--- src/rtl/srx_pkg.sv ---
package srx_pkg;

    localparam int unsigned DATA_W    = 8;
    localparam int unsigned NFLAG     = 2;
    localparam int unsigned FLAG_FULL = 0;
    localparam int unsigned FLAG_PERR = 1;

    typedef enum logic [2:0] {
        ST_IDLE,
        ST_START,
        ST_DATA,
        ST_PAR,
        ST_STOP
    } rx_state_e;

    typedef enum logic {
        REG_DATA = 1'b0,
        REG_STAT = 1'b1
    } reg_sel_e;

    typedef struct packed {
        logic [DATA_W-1:0] data;
        logic              par_bad;
    } rx_frame_t;

    // ones_xor is the XOR of all data and parity bits; odd_sel picks odd parity
    function automatic logic parity_wrong(input logic ones_xor, input logic odd_sel);
        return ones_xor ^ odd_sel;
    endfunction

endpackage

--- src/rtl/srx_sampler.sv ---
module srx_sampler
    import srx_pkg::*;
#(
    parameter int unsigned OS_RATE = 16
) (
    input  logic      clk,
    input  logic      rst,
    input  logic      abort_i,
    input  logic      hold_i,
    input  logic      tick_i,
    input  logic      rx_i,
    input  logic      par_en_i,
    input  logic      par_odd_i,
    output logic      done_o,
    output rx_frame_t frame_o
);
    localparam int unsigned CW  = $clog2(OS_RATE);
    localparam int unsigned BW  = $clog2(DATA_W);
    localparam logic [CW-1:0] MID_CNT  = CW'(OS_RATE / 2 - 1);
    localparam logic [CW-1:0] LAST_CNT = CW'(OS_RATE - 1);
    localparam logic [BW-1:0] LAST_BIT = BW'(DATA_W - 1);

    rx_state_e         state_q;
    logic [CW-1:0]     cnt_q;
    logic [BW-1:0]     idx_q;
    logic [DATA_W-1:0] shreg_q;
    logic              par_q;
    logic              line_q;
    logic              done_q;
    logic              bad_q;

    always_ff @(posedge clk) begin
        if (rst || abort_i) begin
            state_q <= ST_IDLE;
            cnt_q   <= '0;
            idx_q   <= '0;
            shreg_q <= '0;
            par_q   <= 1'b0;
            line_q  <= 1'b1;
            done_q  <= 1'b0;
            bad_q   <= 1'b0;
        end else begin
            done_q <= 1'b0;
            if (tick_i) begin
                line_q <= rx_i;
                unique case (state_q)
                    ST_IDLE: begin
                        if (!hold_i && line_q && !rx_i) begin
                            state_q <= ST_START;
                            cnt_q   <= CW'(1);
                        end
                    end
                    ST_START: begin
                        if (cnt_q == MID_CNT) begin
                            cnt_q   <= '0;
                            idx_q   <= '0;
                            state_q <= rx_i ? ST_IDLE : ST_DATA;
                        end else begin
                            cnt_q <= cnt_q + CW'(1);
                        end
                    end
                    ST_DATA: begin
                        if (cnt_q == LAST_CNT) begin
                            cnt_q   <= '0;
                            shreg_q <= {rx_i, shreg_q[DATA_W-1:1]};
                            if (idx_q == LAST_BIT) begin
                                idx_q   <= '0;
                                state_q <= par_en_i ? ST_PAR : ST_STOP;
                            end else begin
                                idx_q <= idx_q + BW'(1);
                            end
                        end else begin
                            cnt_q <= cnt_q + CW'(1);
                        end
                    end
                    ST_PAR: begin
                        if (cnt_q == LAST_CNT) begin
                            cnt_q   <= '0;
                            par_q   <= rx_i;
                            state_q <= ST_STOP;
                        end else begin
                            cnt_q <= cnt_q + CW'(1);
                        end
                    end
                    ST_STOP: begin
                        if (cnt_q == LAST_CNT) begin
                            cnt_q   <= '0;
                            state_q <= ST_IDLE;
                            if (rx_i) begin
                                done_q <= 1'b1;
                                bad_q  <= par_en_i &&
                                          parity_wrong((^shreg_q) ^ par_q, par_odd_i);
                            end
                        end else begin
                            cnt_q <= cnt_q + CW'(1);
                        end
                    end
                    default: state_q <= ST_IDLE;
                endcase
            end
        end
    end

    assign done_o          = done_q;
    assign frame_o.data    = shreg_q;
    assign frame_o.par_bad = bad_q;

endmodule

--- src/rtl/srx_flag_bit.sv ---
module srx_flag_bit #(
    parameter bit STBY_CLR = 1'b0
) (
    input  logic clk,
    input  logic rst,
    input  logic standby_i,
    input  logic set_i,
    input  logic rd_i,
    input  logic wr_i,
    input  logic wbit_i,
    output logic flag_o,
    output logic arm_o
);
    logic flag_q;
    logic arm_q;
    logic clr_w;

    assign clr_w = wr_i && !wbit_i && arm_q;

    always_ff @(posedge clk) begin
        if (rst || (STBY_CLR && standby_i)) begin
            flag_q <= 1'b0;
            arm_q  <= 1'b0;
        end else begin
            flag_q <= set_i || (flag_q && !clr_w);
            arm_q  <= clr_w ? 1'b0 : (arm_q || (rd_i && flag_q));
        end
    end

    assign flag_o = flag_q;
    assign arm_o  = arm_q;

endmodule

--- src/rtl/serial_rx_stat.sv ---
module serial_rx_stat
    import srx_pkg::*;
#(
    parameter int unsigned OS_RATE = 16
) (
    input  logic       clk,
    input  logic       rst,
    input  logic       standby_i,
    input  logic       os_tick_i,
    input  logic       rx_i,
    input  logic       rx_en_i,
    input  logic       par_en_i,
    input  logic       par_odd_i,
    input  logic       bus_rd_i,
    input  logic       bus_wr_i,
    input  logic       bus_addr_i,
    input  logic [1:0] bus_wdata_i,
    output logic [7:0] bus_rdata_o
);
    logic              done_w;
    rx_frame_t         frame_w;
    logic [NFLAG-1:0]  set_w;
    logic [NFLAG-1:0]  flag_w;
    logic [NFLAG-1:0]  arm_w;
    logic              rd_stat_w;
    logic              wr_stat_w;
    logic [DATA_W-1:0] data_q;

    assign rd_stat_w = bus_rd_i && (reg_sel_e'(bus_addr_i) == REG_STAT);
    assign wr_stat_w = bus_wr_i && (reg_sel_e'(bus_addr_i) == REG_STAT);

    srx_sampler #(.OS_RATE(OS_RATE)) sampler_i (
        .clk       (clk),
        .rst       (rst),
        .abort_i   (!rx_en_i || standby_i),
        .hold_i    (flag_w[FLAG_PERR]),
        .tick_i    (os_tick_i),
        .rx_i      (rx_i),
        .par_en_i  (par_en_i),
        .par_odd_i (par_odd_i),
        .done_o    (done_w),
        .frame_o   (frame_w)
    );

    assign set_w[FLAG_FULL] = done_w && !frame_w.par_bad;
    assign set_w[FLAG_PERR] = done_w &&  frame_w.par_bad;

    for (genvar g = 0; g < NFLAG; g++) begin : g_flag
        srx_flag_bit #(.STBY_CLR(g == FLAG_PERR)) flag_i (
            .clk       (clk),
            .rst       (rst),
            .standby_i (standby_i),
            .set_i     (set_w[g]),
            .rd_i      (rd_stat_w),
            .wr_i      (wr_stat_w),
            .wbit_i    (bus_wdata_i[g]),
            .flag_o    (flag_w[g]),
            .arm_o     (arm_w[g])
        );
    end

    always_ff @(posedge clk) begin
        if (rst) begin
            data_q <= '0;
        end else if (done_w) begin
            data_q <= frame_w.data;
        end
    end

    always_comb begin
        if (reg_sel_e'(bus_addr_i) == REG_DATA) begin
            bus_rdata_o = data_q;
        end else begin
            bus_rdata_o = {{(DATA_W - NFLAG){1'b0}}, flag_w};
        end
    end

endmodule

--- config.mk ---
export PLATFORM = sky130hd
export DESIGN_NAME = serial_rx_stat
export DESIGN_NICKNAME = d
export VERILOG_FILES = /design/src/rtl/srx_pkg.sv /design/src/rtl/srx_sampler.sv /design/src/rtl/srx_flag_bit.sv /design/src/rtl/serial_rx_stat.sv
export SDC_FILE = /design/constraint.sdc
export NUM_CORES = 1
export LEC_CHECK = 0
export ABC_AREA = 0
export BUFFER_PORTS_ARGS = -buffer_cell sky130_fd_sc_hd__buf_2
export CORE_MARGIN = 3
export CORE_UTILIZATION = 25
export CTS_BUF_LIST = sky130_fd_sc_hd__clkbuf_4
export DETAILED_ROUTE_END_ITERATION = 6
export GPL_TIMING_DRIVEN = 0
export PLACE_DENSITY = 0.42
export SETUP_SLACK_MARGIN = 0.15
export SLEW_MARGIN = 15
export SYNTH_ARGS = -nofsm -noshare
export SYNTH_HDL_FRONTEND = slang
export SYNTH_SLANG_ARGS = --single-unit
--- constraint.sdc ---
create_clock -name clk -period 1.96 [get_ports clk]
set_input_delay 0.392 -clock clk [delete_from_list [all_inputs] [get_ports clk]]
set_output_delay 0.392 -clock clk [all_outputs]
set_load 0.02 [all_outputs]
==> flow_summary.yaml <==
run_status:
  status: "finished, final reports clean"
min_path:
  worstHoldPathCells: 2
  hp-start: "rx_en_i"
  min_path_type: "in2reg"
  holdPathEnd: "sampler_i.line_q"
floorplan:
  dieWidth_um: 87.5
  fp-row-count: 29
  die_h_um: 87.5
  dieArea_um2: 7660
  start_util_pct: 26.0
  design.core.area_um2: 6390
  ioPinCount: 21
detailed_routing:
  wl_per_cell_um: 12.3
  dr.pass1.iters: 4
  ant_nets: 0
  drtIter0Drc: 27
  drc: 0
  wl_mm: 3.56
  vias: 1310
  vias_per_cell: 4.53
pwr:
  leakagePower_nw: 0.716
  clkPwrFrac_pct: 34.0
  p_int_w: 0.000865
  combPwrFrac_pct: 5.6
  ir_worst_vdd_v: 0.000272
  power.switching_w: 0.000278
  p_seq_share_pct: 60.4
  switching_share_pct: 24.4
  p_per_area_nw_per_um2: 579
  power_w: 0.00114
logic_synthesis:
  synth_edf_count: 0
  yosys.area.top_type: "dfxtp_1"
  seq_area_frac_synth_pct: 41.0
  synth.most_common_cell: "dfxtp_1"
  netlist_area_um2: 1660
  synth_commonest_cells: "34 x dfxtp_1, 28 x nor2_1, 21 x mux2i_1"
  synthFlopType: "dfxtp_1"
  async_flop_share_pct: 0
  ys_ff_latch: 34
  ys_types: 40
  synth.area.top_cells: "dfxtp_1 41%, mux2i_1 13%, nor2_1 6.3%"
  avgSynthCellArea_um2: 9.28
  syn_nets: 195
  syn-instance-count: 179
  yosysWarnings: 0
  yosys.area.top_type_share_pct: 41.0
clock_tree:
  clk_pin_slew_ns: 0.11
  cts_made_buffers: 5
  cts_buffer_depth: 2
  htreeDepth: 2
  clk_latency_ns: 0.34
  cts.sinks: 34
  cts_root_buffer: "clkbuf_4"
  cts_tree: "yes"
  hold_buffers: 0
setup_path:
  required_ns: 2.18
  r2r_end: "sampler_i.state_q[2]"
  cp_common_cell: "buf_6"
  cp-end-kind: "flip-flop"
  path_max_fanout: 8
  cp-start-kind: "flip-flop"
  critPathMaxStageDelay_ns: 0.33
  reg2reg_depth: 7
  r2r_slack_ns: 0.20
  crit_type: "reg2reg"
  crit_buf_inv: 2
  cp_cell_sequence: "buf_6 > or3_4 > and2_4 > buf_6 > a211oi_4 > mux2i_1 > nor2_1"
  path_delay_family: "simple AND/OR/NAND/NOR gates"
  crit_arrival_ns: 1.98
  crit_slowest_cell: "dfxtp_2"
  timing.rr.start: "sampler_i.state_q[2]"
grt:
  antenna_found_initial: 0
  grt.met2_usage_pct: 15.6
  met1_usage_pct: 13.0
  overflow: 0
  grt_max_degree: 12
  grt_busiest_layer: "met2"
  grt_use_total_pct: 10.1
  met3_usage_pct: 2.74
  grt_pass1_vias: 1261
  grt_pass1_wl_mm: 5.98
cells_and_area:
  n_antenna_cell: 0
  drive_above_1_share_pct: 23.1
  layout.nets: 227
  post-route-util_pct: 30.9
  final_cells: 289
  multi_input_area_um2: 922
  area_delta_synth_final_pct: 18.8
  seq_area_um2: 689
  fillerInstances: 715
sta:
  rsz0062_at_grt: "yes"
  tightest_slew_ns: 0.693
  final.setup.tns_ns: 0
  period_share_pct: 89.6
  max-slew-margin-rel_pct: 53.8
  hold_viol: 0
  skew_ns: 0.0105
  finalMaxSlewViolations: 0
  fin_crit_ns: 1.76
  setup_violations: 0
  fmax_mhz: 569
flow_run:
  cap_violations: 0
placed_design:
  port-buffer-count: 20
  gp_congestion: 0.751
  dp_hpwl_mm: 2.56
  dp.cells: 276
worst max path at each step:
stage,slack (ns),endpoint,from,cells after the start
floorplan,0.19,sampler_i.bad_q,sampler_i.cnt_q[0],5
global placement,-0.03,sampler_i.bad_q,sampler_i.cnt_q[0],5
detailed placement,-0.03,sampler_i.bad_q,sampler_i.cnt_q[0],5
CTS,0.16,sampler_i.state_q[1],sampler_i.state_q[2],7
global route,0.14,sampler_i.state_q[1],sampler_i.state_q[2],7
finish,0.20,sampler_i.state_q[2],sampler_i.state_q[2],7
kinds of logic after synthesis:
kind of cell    share of synthesized area, %
mux                                     14.0
fa+ha+maj                               2.26
xor+xnor                                5.05
compound gates                          9.79
simple gates                            23.6
flops                                   41.0
buf+inv                                 4.29
final cells by class:
type	instances	share of cell area [%]
multi-input cells	131	46.7
flip-flops and latches	34	34.9
clock inverters	2	0.444
well taps	77	4.88
inverters	4	0.760
repair buffers	26	7.35
clock buffers	6	2.28
plain buffers	9	2.66
metal layers:
| layer | share of wire [%] | up-vias | wire (um) |
|---|---|---|---|
| li1 | - | 684 | - |
| met1 | 49 | 602 | 1730 |
| met2 | 46 | 18 | 1620 |
| met3 | 3.8 | 6 | 134 |
| met4 | 1.9 | 0 | 67 |
| met5 | 0 | - | 0 |
metrics by stage:
step / instance area, um^2 / hold slack, ns / worst slack (ns)
after global placement: 1860 / 0.466 / -0.0339
after floorplan: 1660 / 0.446 / 0.193
after CTS: 1930 / 0.215 / 0.160
final: 1970 / 0.228 / 0.204
after global routing: 1970 / 0.229 / 0.137
after detailed placement: 1860 / 0.466 / -0.0317
what timing repair did:
item                                    4_1_cts  5_1_grt
gates resized for setup                       5        2
pin swaps                                     2        3
endpoints found under the setup margin        2        4
gates cloned                                  0        0
setup buffers                                 0        6
cells in the final DEF (no fill, tap or decap), drive strengths merged, types with 3 or more instances in the layout:
cell type	n
a21oi	7
buf	32
clkbuf	9
dfxtp	34
ha	3
inv	4
mux2i	21
nand2	7
nand2b	5
nand3	4
nor2	28
nor2b	10
nor3	6
nor3b	5
o21ai	3
xnor2	6
sequential cells by signal, summed over array words and instances (netlist names):
| name | count |
|---|---|
| data_q | 8 |
| sampler_i.shreg_q | 8 |
| sampler_i.cnt_q | 4 |
| sampler_i.idx_q | 3 |
| sampler_i.state_q | 3 |
| g_flag.flag_i.arm_o | 2 |
| g_flag.flag_i.flag_o | 2 |
| sampler_i.bad_q | 1 |
| sampler_i.done_o | 1 |
| sampler_i.line_q | 1 |
| sampler_i.par_q | 1 |
power by group through the flow:
stage               clock network, W   logic, W  registers, W
floorplan                          0  0.0000355      0.000708
global placement                   0  0.0000648      0.000709
detailed placement                 0  0.0000641      0.000709
CTS                         0.000413  0.0000638      0.000692
global route                0.000446  0.0000718      0.000691
finish                      0.000389  0.0000641      0.000690
No activity file was read; power rests on OpenSTA's default activity.
